**src/rtl/fa_tlb_pkg.sv**
```systemverilog
package fa_tlb_pkg;
    parameter int unsigned TLB_ENTRIES = 16;
    parameter int unsigned TLB_VPN_W   = 27;
    parameter int unsigned TLB_SPACE_W = 16;
    parameter int unsigned TLB_PPN_W   = 44;
    parameter int unsigned TLB_PERM_W  = 8;
endpackage

```
**src/rtl/fa_tlb_store.sv**
```systemverilog
module fa_tlb_store #(
    parameter int unsigned ENTRIES = 16,
    parameter int unsigned VPN_W   = 27,
    parameter int unsigned SPACE_W = 16,
    parameter int unsigned PPN_W   = 44,
    parameter int unsigned PERM_W  = 8,
    localparam int unsigned IDX_W  = $clog2(ENTRIES)
) (
    input  logic               clk_i,
    input  logic               rst_ni,
    input  logic               clear_i,
    input  logic               we_i,
    input  logic [IDX_W-1:0]   widx_i,
    input  logic [VPN_W-1:0]   wvpn_i,
    input  logic [SPACE_W-1:0] wspace_i,
    input  logic [PPN_W-1:0]   wppn_i,
    input  logic [PERM_W-1:0]  wperm_i,
    input  logic [VPN_W-1:0]   cvpn_i,
    input  logic [SPACE_W-1:0] cspace_i,
    output logic [ENTRIES-1:0] match_o,
    input  logic [IDX_W-1:0]   ridx_i,
    output logic [PPN_W-1:0]   rppn_o,
    output logic [PERM_W-1:0]  rperm_o
);
    logic [ENTRIES-1:0] valid_q;
    logic [VPN_W-1:0]   vpn_q   [ENTRIES];
    logic [SPACE_W-1:0] space_q [ENTRIES];
    logic [PPN_W-1:0]   ppn_q   [ENTRIES];
    logic [PERM_W-1:0]  perm_q  [ENTRIES];

    always_ff @(posedge clk_i or negedge rst_ni) begin
        if (!rst_ni) begin
            valid_q <= '0;
        end else if (clear_i) begin
            valid_q <= '0;
        end else if (we_i) begin
            valid_q[widx_i] <= 1'b1;
        end
    end

    always_ff @(posedge clk_i) begin
        if (we_i) begin
            vpn_q[widx_i]   <= wvpn_i;
            space_q[widx_i] <= wspace_i;
            ppn_q[widx_i]   <= wppn_i;
            perm_q[widx_i]  <= wperm_i;
        end
    end

    for (genvar i = 0; i < ENTRIES; i++) begin : g_cmp
        assign match_o[i] = valid_q[i] && (vpn_q[i] == cvpn_i) && (space_q[i] == cspace_i);
    end

    assign rppn_o  = ppn_q[ridx_i];
    assign rperm_o = perm_q[ridx_i];
endmodule

```
**src/rtl/fa_tlb_pick.sv**
```systemverilog
module fa_tlb_pick #(
    parameter int unsigned N     = 16,
    localparam int unsigned IDX_W = $clog2(N)
) (
    input  logic [N-1:0]     vec_i,
    output logic             any_o,
    output logic [IDX_W-1:0] idx_o
);
    always_comb begin
        idx_o = '0;
        for (int i = N - 1; i >= 0; i--) begin
            if (vec_i[i]) begin
                idx_o = IDX_W'(i);
            end
        end
    end
    assign any_o = |vec_i;
endmodule

```
**src/rtl/fa_tlb_plru.sv**
```systemverilog
module fa_tlb_plru #(
    parameter int unsigned ENTRIES = 16,
    localparam int unsigned IDX_W  = $clog2(ENTRIES),
    localparam int unsigned NODES  = ENTRIES - 1
) (
    input  logic             clk_i,
    input  logic             rst_ni,
    input  logic             clear_i,
    input  logic             hit_en_i,
    input  logic [IDX_W-1:0] hit_idx_i,
    input  logic             fill_en_i,
    input  logic [IDX_W-1:0] fill_idx_i,
    output logic [IDX_W-1:0] victim_o
);
    logic [NODES-1:0] tree_q;
    logic [NODES-1:0] after_hit;
    logic [NODES-1:0] tree_d;
    logic [ENTRIES-1:0] leaf_sel;

    // Per-node path update: hit first, fill applied on top.
    for (genvar j = 0; j < NODES; j++) begin : g_node
        localparam int unsigned LV  = $clog2(j + 2) - 1;
        localparam int unsigned POS = j + 1 - (1 << LV);
        logic on_hit;
        logic on_fill;
        assign on_hit  = (hit_idx_i  >> (IDX_W - LV)) == IDX_W'(POS);
        assign on_fill = (fill_idx_i >> (IDX_W - LV)) == IDX_W'(POS);
        assign after_hit[j] = (hit_en_i && on_hit) ? ~hit_idx_i[IDX_W-1-LV] : tree_q[j];
        assign tree_d[j]    = (fill_en_i && on_fill) ? ~fill_idx_i[IDX_W-1-LV] : after_hit[j];
    end

    // A leaf is the victim when every node on its path points to it.
    for (genvar k = 0; k < ENTRIES; k++) begin : g_leaf
        logic [IDX_W-1:0] path_ok;
        for (genvar lv = 0; lv < IDX_W; lv++) begin : g_lvl
            localparam int unsigned NODE = (1 << lv) - 1 + (k >> (IDX_W - lv));
            localparam int unsigned DIR  = (k >> (IDX_W - 1 - lv)) & 1;
            assign path_ok[lv] = tree_q[NODE] == 1'(DIR);
        end
        assign leaf_sel[k] = &path_ok;
    end

    always_comb begin
        victim_o = '0;
        for (int i = ENTRIES - 1; i >= 0; i--) begin
            if (leaf_sel[i]) begin
                victim_o = IDX_W'(i);
            end
        end
    end

    always_ff @(posedge clk_i or negedge rst_ni) begin
        if (!rst_ni) begin
            tree_q <= '0;
        end else if (clear_i) begin
            tree_q <= '0;
        end else begin
            tree_q <= tree_d;
        end
    end
endmodule

```
**src/rtl/fa_tlb.sv**
```systemverilog
module fa_tlb
    import fa_tlb_pkg::*;
#(
    parameter int unsigned ENTRIES = TLB_ENTRIES,
    parameter int unsigned VPN_W   = TLB_VPN_W,
    parameter int unsigned SPACE_W = TLB_SPACE_W,
    parameter int unsigned PPN_W   = TLB_PPN_W,
    parameter int unsigned PERM_W  = TLB_PERM_W,
    localparam int unsigned IDX_W  = $clog2(ENTRIES)
) (
    input  logic               clk_i,
    input  logic               rst_ni,
    input  logic               flush_i,
    input  logic               lk_req_i,
    input  logic [VPN_W-1:0]   lk_vpn_i,
    input  logic [SPACE_W-1:0] lk_space_i,
    output logic               lk_hit_o,
    output logic [IDX_W-1:0]   lk_slot_o,
    output logic [PPN_W-1:0]   lk_ppn_o,
    output logic [PERM_W-1:0]  lk_perm_o,
    input  logic               fill_en_i,
    input  logic [VPN_W-1:0]   fill_vpn_i,
    input  logic [SPACE_W-1:0] fill_space_i,
    input  logic [PPN_W-1:0]   fill_ppn_i,
    input  logic [PERM_W-1:0]  fill_perm_i
);
    logic [ENTRIES-1:0] match;
    logic               any_match;
    logic [IDX_W-1:0]   match_idx;
    logic [IDX_W-1:0]   fill_slot;
    logic [PPN_W-1:0]   rd_ppn;
    logic [PERM_W-1:0]  rd_perm;
    logic               hit;
    logic               fill_fire;

    assign fill_fire = fill_en_i && !flush_i;

    fa_tlb_store #(
        .ENTRIES(ENTRIES), .VPN_W(VPN_W), .SPACE_W(SPACE_W),
        .PPN_W(PPN_W), .PERM_W(PERM_W)
    ) u_store (
        .clk_i    (clk_i),
        .rst_ni   (rst_ni),
        .clear_i  (flush_i),
        .we_i     (fill_fire),
        .widx_i   (fill_slot),
        .wvpn_i   (fill_vpn_i),
        .wspace_i (fill_space_i),
        .wppn_i   (fill_ppn_i),
        .wperm_i  (fill_perm_i),
        .cvpn_i   (lk_vpn_i),
        .cspace_i (lk_space_i),
        .match_o  (match),
        .ridx_i   (match_idx),
        .rppn_o   (rd_ppn),
        .rperm_o  (rd_perm)
    );

    fa_tlb_pick #(.N(ENTRIES)) u_hitpick (
        .vec_i (match),
        .any_o (any_match),
        .idx_o (match_idx)
    );

    assign hit = lk_req_i && !flush_i && any_match;

    fa_tlb_plru #(.ENTRIES(ENTRIES)) u_plru (
        .clk_i      (clk_i),
        .rst_ni     (rst_ni),
        .clear_i    (flush_i),
        .hit_en_i   (hit),
        .hit_idx_i  (match_idx),
        .fill_en_i  (fill_fire),
        .fill_idx_i (fill_slot),
        .victim_o   (fill_slot)
    );

    assign lk_hit_o  = hit;
    assign lk_slot_o = hit ? match_idx : '0;
    assign lk_ppn_o  = hit ? rd_ppn : '0;
    assign lk_perm_o = hit ? rd_perm : '0;
endmodule

```
**config.mk**
```make
export PLATFORM = sky130hd
export DESIGN_NAME = fa_tlb
export DESIGN_NICKNAME = d
export VERILOG_FILES = /design/src/rtl/fa_tlb_pkg.sv /design/src/rtl/fa_tlb_store.sv /design/src/rtl/fa_tlb_pick.sv /design/src/rtl/fa_tlb_plru.sv /design/src/rtl/fa_tlb.sv
export SDC_FILE = /design/constraint.sdc
export NUM_CORES = 2
export LEC_CHECK = 0
export BUFFER_PORTS_ARGS = -buffer_cell sky130_fd_sc_hd__buf_2
export CELL_PAD_IN_SITES_DETAIL_PLACEMENT = 1
export CELL_PAD_IN_SITES_GLOBAL_PLACEMENT = 2
export CORE_MARGIN = 3
export CORE_UTILIZATION = 45
export DETAILED_ROUTE_END_ITERATION = 6
export PLACE_DENSITY = 0.84
export SLEW_MARGIN = 20
export SYNTH_ARGS = -nofsm -noshare
export SYNTH_HDL_FRONTEND = slang
export SYNTH_SLANG_ARGS = --single-unit
```
**constraint.sdc**
```tcl
create_clock -name clk_i -period 9.7 [get_ports clk_i]
set_clock_uncertainty 0.1 [all_clocks]
set_input_delay 0 -clock clk_i [delete_from_list [all_inputs] [get_ports clk_i]]
set_output_delay 0 -clock clk_i [all_outputs]
set_load 0.03 [all_outputs]
```
==> parameters.txt <==
Parameter                              Value

STA
  Number of failing setup endpoints in the final timing report ... 0
  Fmax ... 145 MHz
  Max-slew violation count ... 0
  Actual slew at the worst max-slew pin ... roughly 1.2 ns
  Hold Vio Cnt, Final ... 0
  Setup tns final ... 0 ns
  Max-Slew Margin vs Limit ... around 17%
  Final clock period utilization by the worst path ... a little under three quarters
  RSZ-0062 raised after global routing ... no
  Shortest period the worst path allows ... 6.87 ns

Worst setup path
  WP data required ... around 9.6 ns
  Cell breakdown of the critical path ... nor2b_1, a2111o_1, nor4_1, nand4_1, and2_1, a21oi_1, o21a_4, buf_4, mux2_2, o221ai_1, nand2_1, a2111o_1, buf_2
  Capturing element type of the critical path ... output port
  Largest fanout on the critical path ... 47
  Cell type with the highest occurrence count on the critical path ... a2111o_1
  Worst stage delay on the critical path ... 1.00 ns
  Data arrival time of the critical path ... 6.77 ns
  Critical Setup Path Class ... reg2out
  Number of buffers and inverters on the critical path ... 2
  Crit start category ... flop
  Top cell family by delay on the critical path ... compound AO/OA/AOI/OAI gates
  Highest-delay cell along the critical path ... nor4_1

Clocking
  Buffer cell driving the clock tree root ... clkbuf_16
  Clock latency on the worst-skew pair ... between 0.8 and 0.9 ns
  Clock buffers created by TritonCTS ... roughly 160
  H-tree levels ... 4
  CTS Buffer Depth ... 3
  Clock transition at the registers of the reported paths ... 0.06 ns
  TritonCTS clock tree ... yes
  Clock tree sinks ... approximately 1600

Synthesis
  Library cell occupying the most area in the post-synthesis netlist ... edfxtp_1
  Proportion of synthesized chip area in sequential cells ... a little over 70%
  Xor-xnor portion of the synthesized cell area ... between 8 and 9%
  Synthesized area per cell ... roughly 17 um2
  Net Count, Synth ... a little under 4000
  Number of synthesized register bits ... 1551
  Async SR Flop Fraction ... around 2.0%
  Most used flip-flop cell after synthesis ... edfxtp_1
  Dominant combinational cell family by area after synthesis ... XOR/XNOR gates
  Adder and majority gate portion of the synthesized area ... 0%
  Cell count after synthesis ... 3753
  Yosys top cell area share ... ~71%
  EDFF count, synth ... about 1500
  Warning count from the yosys run ... 0
  Synth Area in Simple Gates ... 4.24%
  Number of distinct library cell variants in the gate-level netlist after synthesis ... a little over 70
  Area fraction in compound gates after synthesis ... between 7 and 8%
  Post-synth design cell area ... 63800 um2
  Multiplexer share of the synthesized area ... between 4 and 5%
  Top cells by area in the synthesized netlist ... edfxtp_1 (71%), xnor2_1 (7.7%), mux2_4 (2.0%)

Power
  Final Total Pwr ... between 10 and 15 mW
  Leakage ... around 24 nW
  Max rail drop VDD ... 0.208 mV
  Ratio of total power to cell area ... about 190 nW/um2

Run status
  Outcome ... complete, no violations

Floorplan
  Die ar. ... between 100000 and 150000 um2
  Die Y-Extent ... approximately 380 um
  Placeable core region ... roughly 140000 um2
  Overall die width ... 383 um
  Initial core utilization ... between 40% and 50%
  Floorplan row count ... 137
  I/O Pins ... 200

GRT
  Global-route usage over all layers ... 27.6%
  Largest net degree at the start of global routing ... 155
  Global route overflow ... 0
  Wire length of the first global-routing pass ... 288000 um
  Vias in the first global route ... between 30000 and 40000
  Number of antenna violations at the first check in global routing ... 23

Route
  DRC violations left ... 0
  DR vias/cell ... just over 6
  First-pass detailed-route iteration total ... 6
  Total wire length ... roughly 200000 um
  Routed wire per std cell ... ~33 um
  Detailed Route Iter0 Violations ... 5306
  Remaining number of nets flagged by the antenna check after routing ... 0
  Via count ... 37438

Worst hold path
  Classification of the worst-slack hold path ... in2reg

Layout
  Most common cell after layout, fill and taps aside ... edfxtp_1
  Final layout net count ... between 4000 and 5000
  Most frequent cells in the layout ... edfxtp_1 (1520), xnor2_1 (561), buf_2 (199)
  Proportion of layout cells with a drive suffix above 1 ... roughly 17%
  Synth-to-Final Area Change ... 14.3%
  Filler instances ... roughly 13000

Placed design
  Detailed-placement wirelength estimate ... between 100000 and 150000 um
  Last weighted congestion value of the routability-driven placer ... 0.862
  Port-buffer cells ... about 200

Run
  Number of max-cap violations ... 0
[power breakdown]
group	internal [mW]	leakage, nW	total, mW	switching, mW
combinational	0.188	7.34	0.640	0.452
sequential	7.43	14.1	7.45	0.0235
clock	3.29	2.42	5.95	2.66
[cell families (layout without fill, tap and decap cells)]
group,count (synthesis),after routing
buffers and inverters,342,848
AND/OR/NAND/NOR,494,494
flip-flops,1551,1551
XOR/XNOR,625,625
multiplexers,218,218
AO/OA/AOI/OAI,523,523
other,0,7
[worst reg2reg max path, delay by kind of cell, from the launching register on]
| family | cells | cell delay, ns |
|---|---|---|
| AO/OA/AOI/OAI | 6 | 2.00 |
| buffers and inverters | 2 | 1.36 |
| flip-flops | 1 | 0.38 |
| AND/OR/NAND/NOR | 5 | 1.99 |
[layer usage]
metal	vias up	global-route usage (%)	routed length, um
li1	15250	-	-
met1	19678	37.8	80700
met2	2110	44.3	96100
met3	392	5.83	20900
met4	8	8.67	6200
met5	-	0	90
[stage by stage]
step	hold WS [ns]	setup WS (ns)	area, um2	util, %	cells
after floorplan	-0.396	3.44	63800	-	3753
after CTS	0.00391	2.93	72900	52.0	6135
after detailed placement	0.0566	3.62	66600	47.5	5702
after global placement	0.0478	3.63	66600	47.5	5701
after global routing	0.0417	2.77	73000	52.0	6136
final	0.0508	2.83	73000	52.0	6142
[state kept, by name (all words and copies together), names as in the netlist]
signal           count
u_store.perm_q     128
u_plru.tree_q       15
u_store.valid_q     16
u_store.space_q    256
u_store.vpn_q      432
u_store.ppn_q      704
[layout make-up]
class / instances / area, um2 / share of cell area, %
Clock inverter: 76 / 638 / 0.875
Antenna cell: 7 / 17.5 / 0.0240
Sequential cell: 1551 / 46400 / 63.6
Timing Repair Buffer: 410 / 2970 / 4.07
Clock buffer: 219 / 4340 / 5.95
Tap cell: 1876 / 2350 / 3.22
Multi-Input combinational cell: 1860 / 15700 / 21.5
Inverter: 143 / 542 / 0.742
[cells in the mapped netlist (10+ instances only)]
cell type  instances
nand4_1          151
nor4_1            42
o22ai_1          107
a2111o_1          56
o21bai_1          52
mux2_2            15
buf_6             63
o2111ai_1         14
dfrtp_1           31
inv_1            143
nor2b_1           44
nor3_1            14
nor2_1            81
nand2_1           73
mux2i_1          111
mux2_4            87
buf_4             21
xor2_1            61
o221ai_2          76
xnor2_1          561
clkbuf_1          58
buf_2             50
nand2b_1          40
a211oi_1         111
o221ai_1          34
a21o_1            17
nand3_1           20
edfxtp_1        1520
a21oi_1           10
[final timing paths]
check,start,endpoint,slack (ns),cells past startpoint
setup / recovery,u_store.space_q[10][3],lk_ppn_o[43],2.83,13
max in group asynchronous,rst_ni,u_plru.tree_q[11],8.70,4
hold reg to reg,u_store.valid_q[5],u_store.valid_q[5],0.38,1
hold / removal,fill_ppn_i[23],u_store.ppn_q[11][23],0.05,2
min in group asynchronous,rst_ni,u_store.valid_q[12],0.30,4
setup reg to reg,u_store.space_q[10][3],u_plru.tree_q[6],3.78,13
[timing repair]
action / CTS / global route
resized for setup: 0 / 0
buffers inserted: 0 / 0
hold buffers: 138 / 0
hold endpoints to repair: 1576 / 0
No activity file was read; power rests on OpenSTA's default activity.
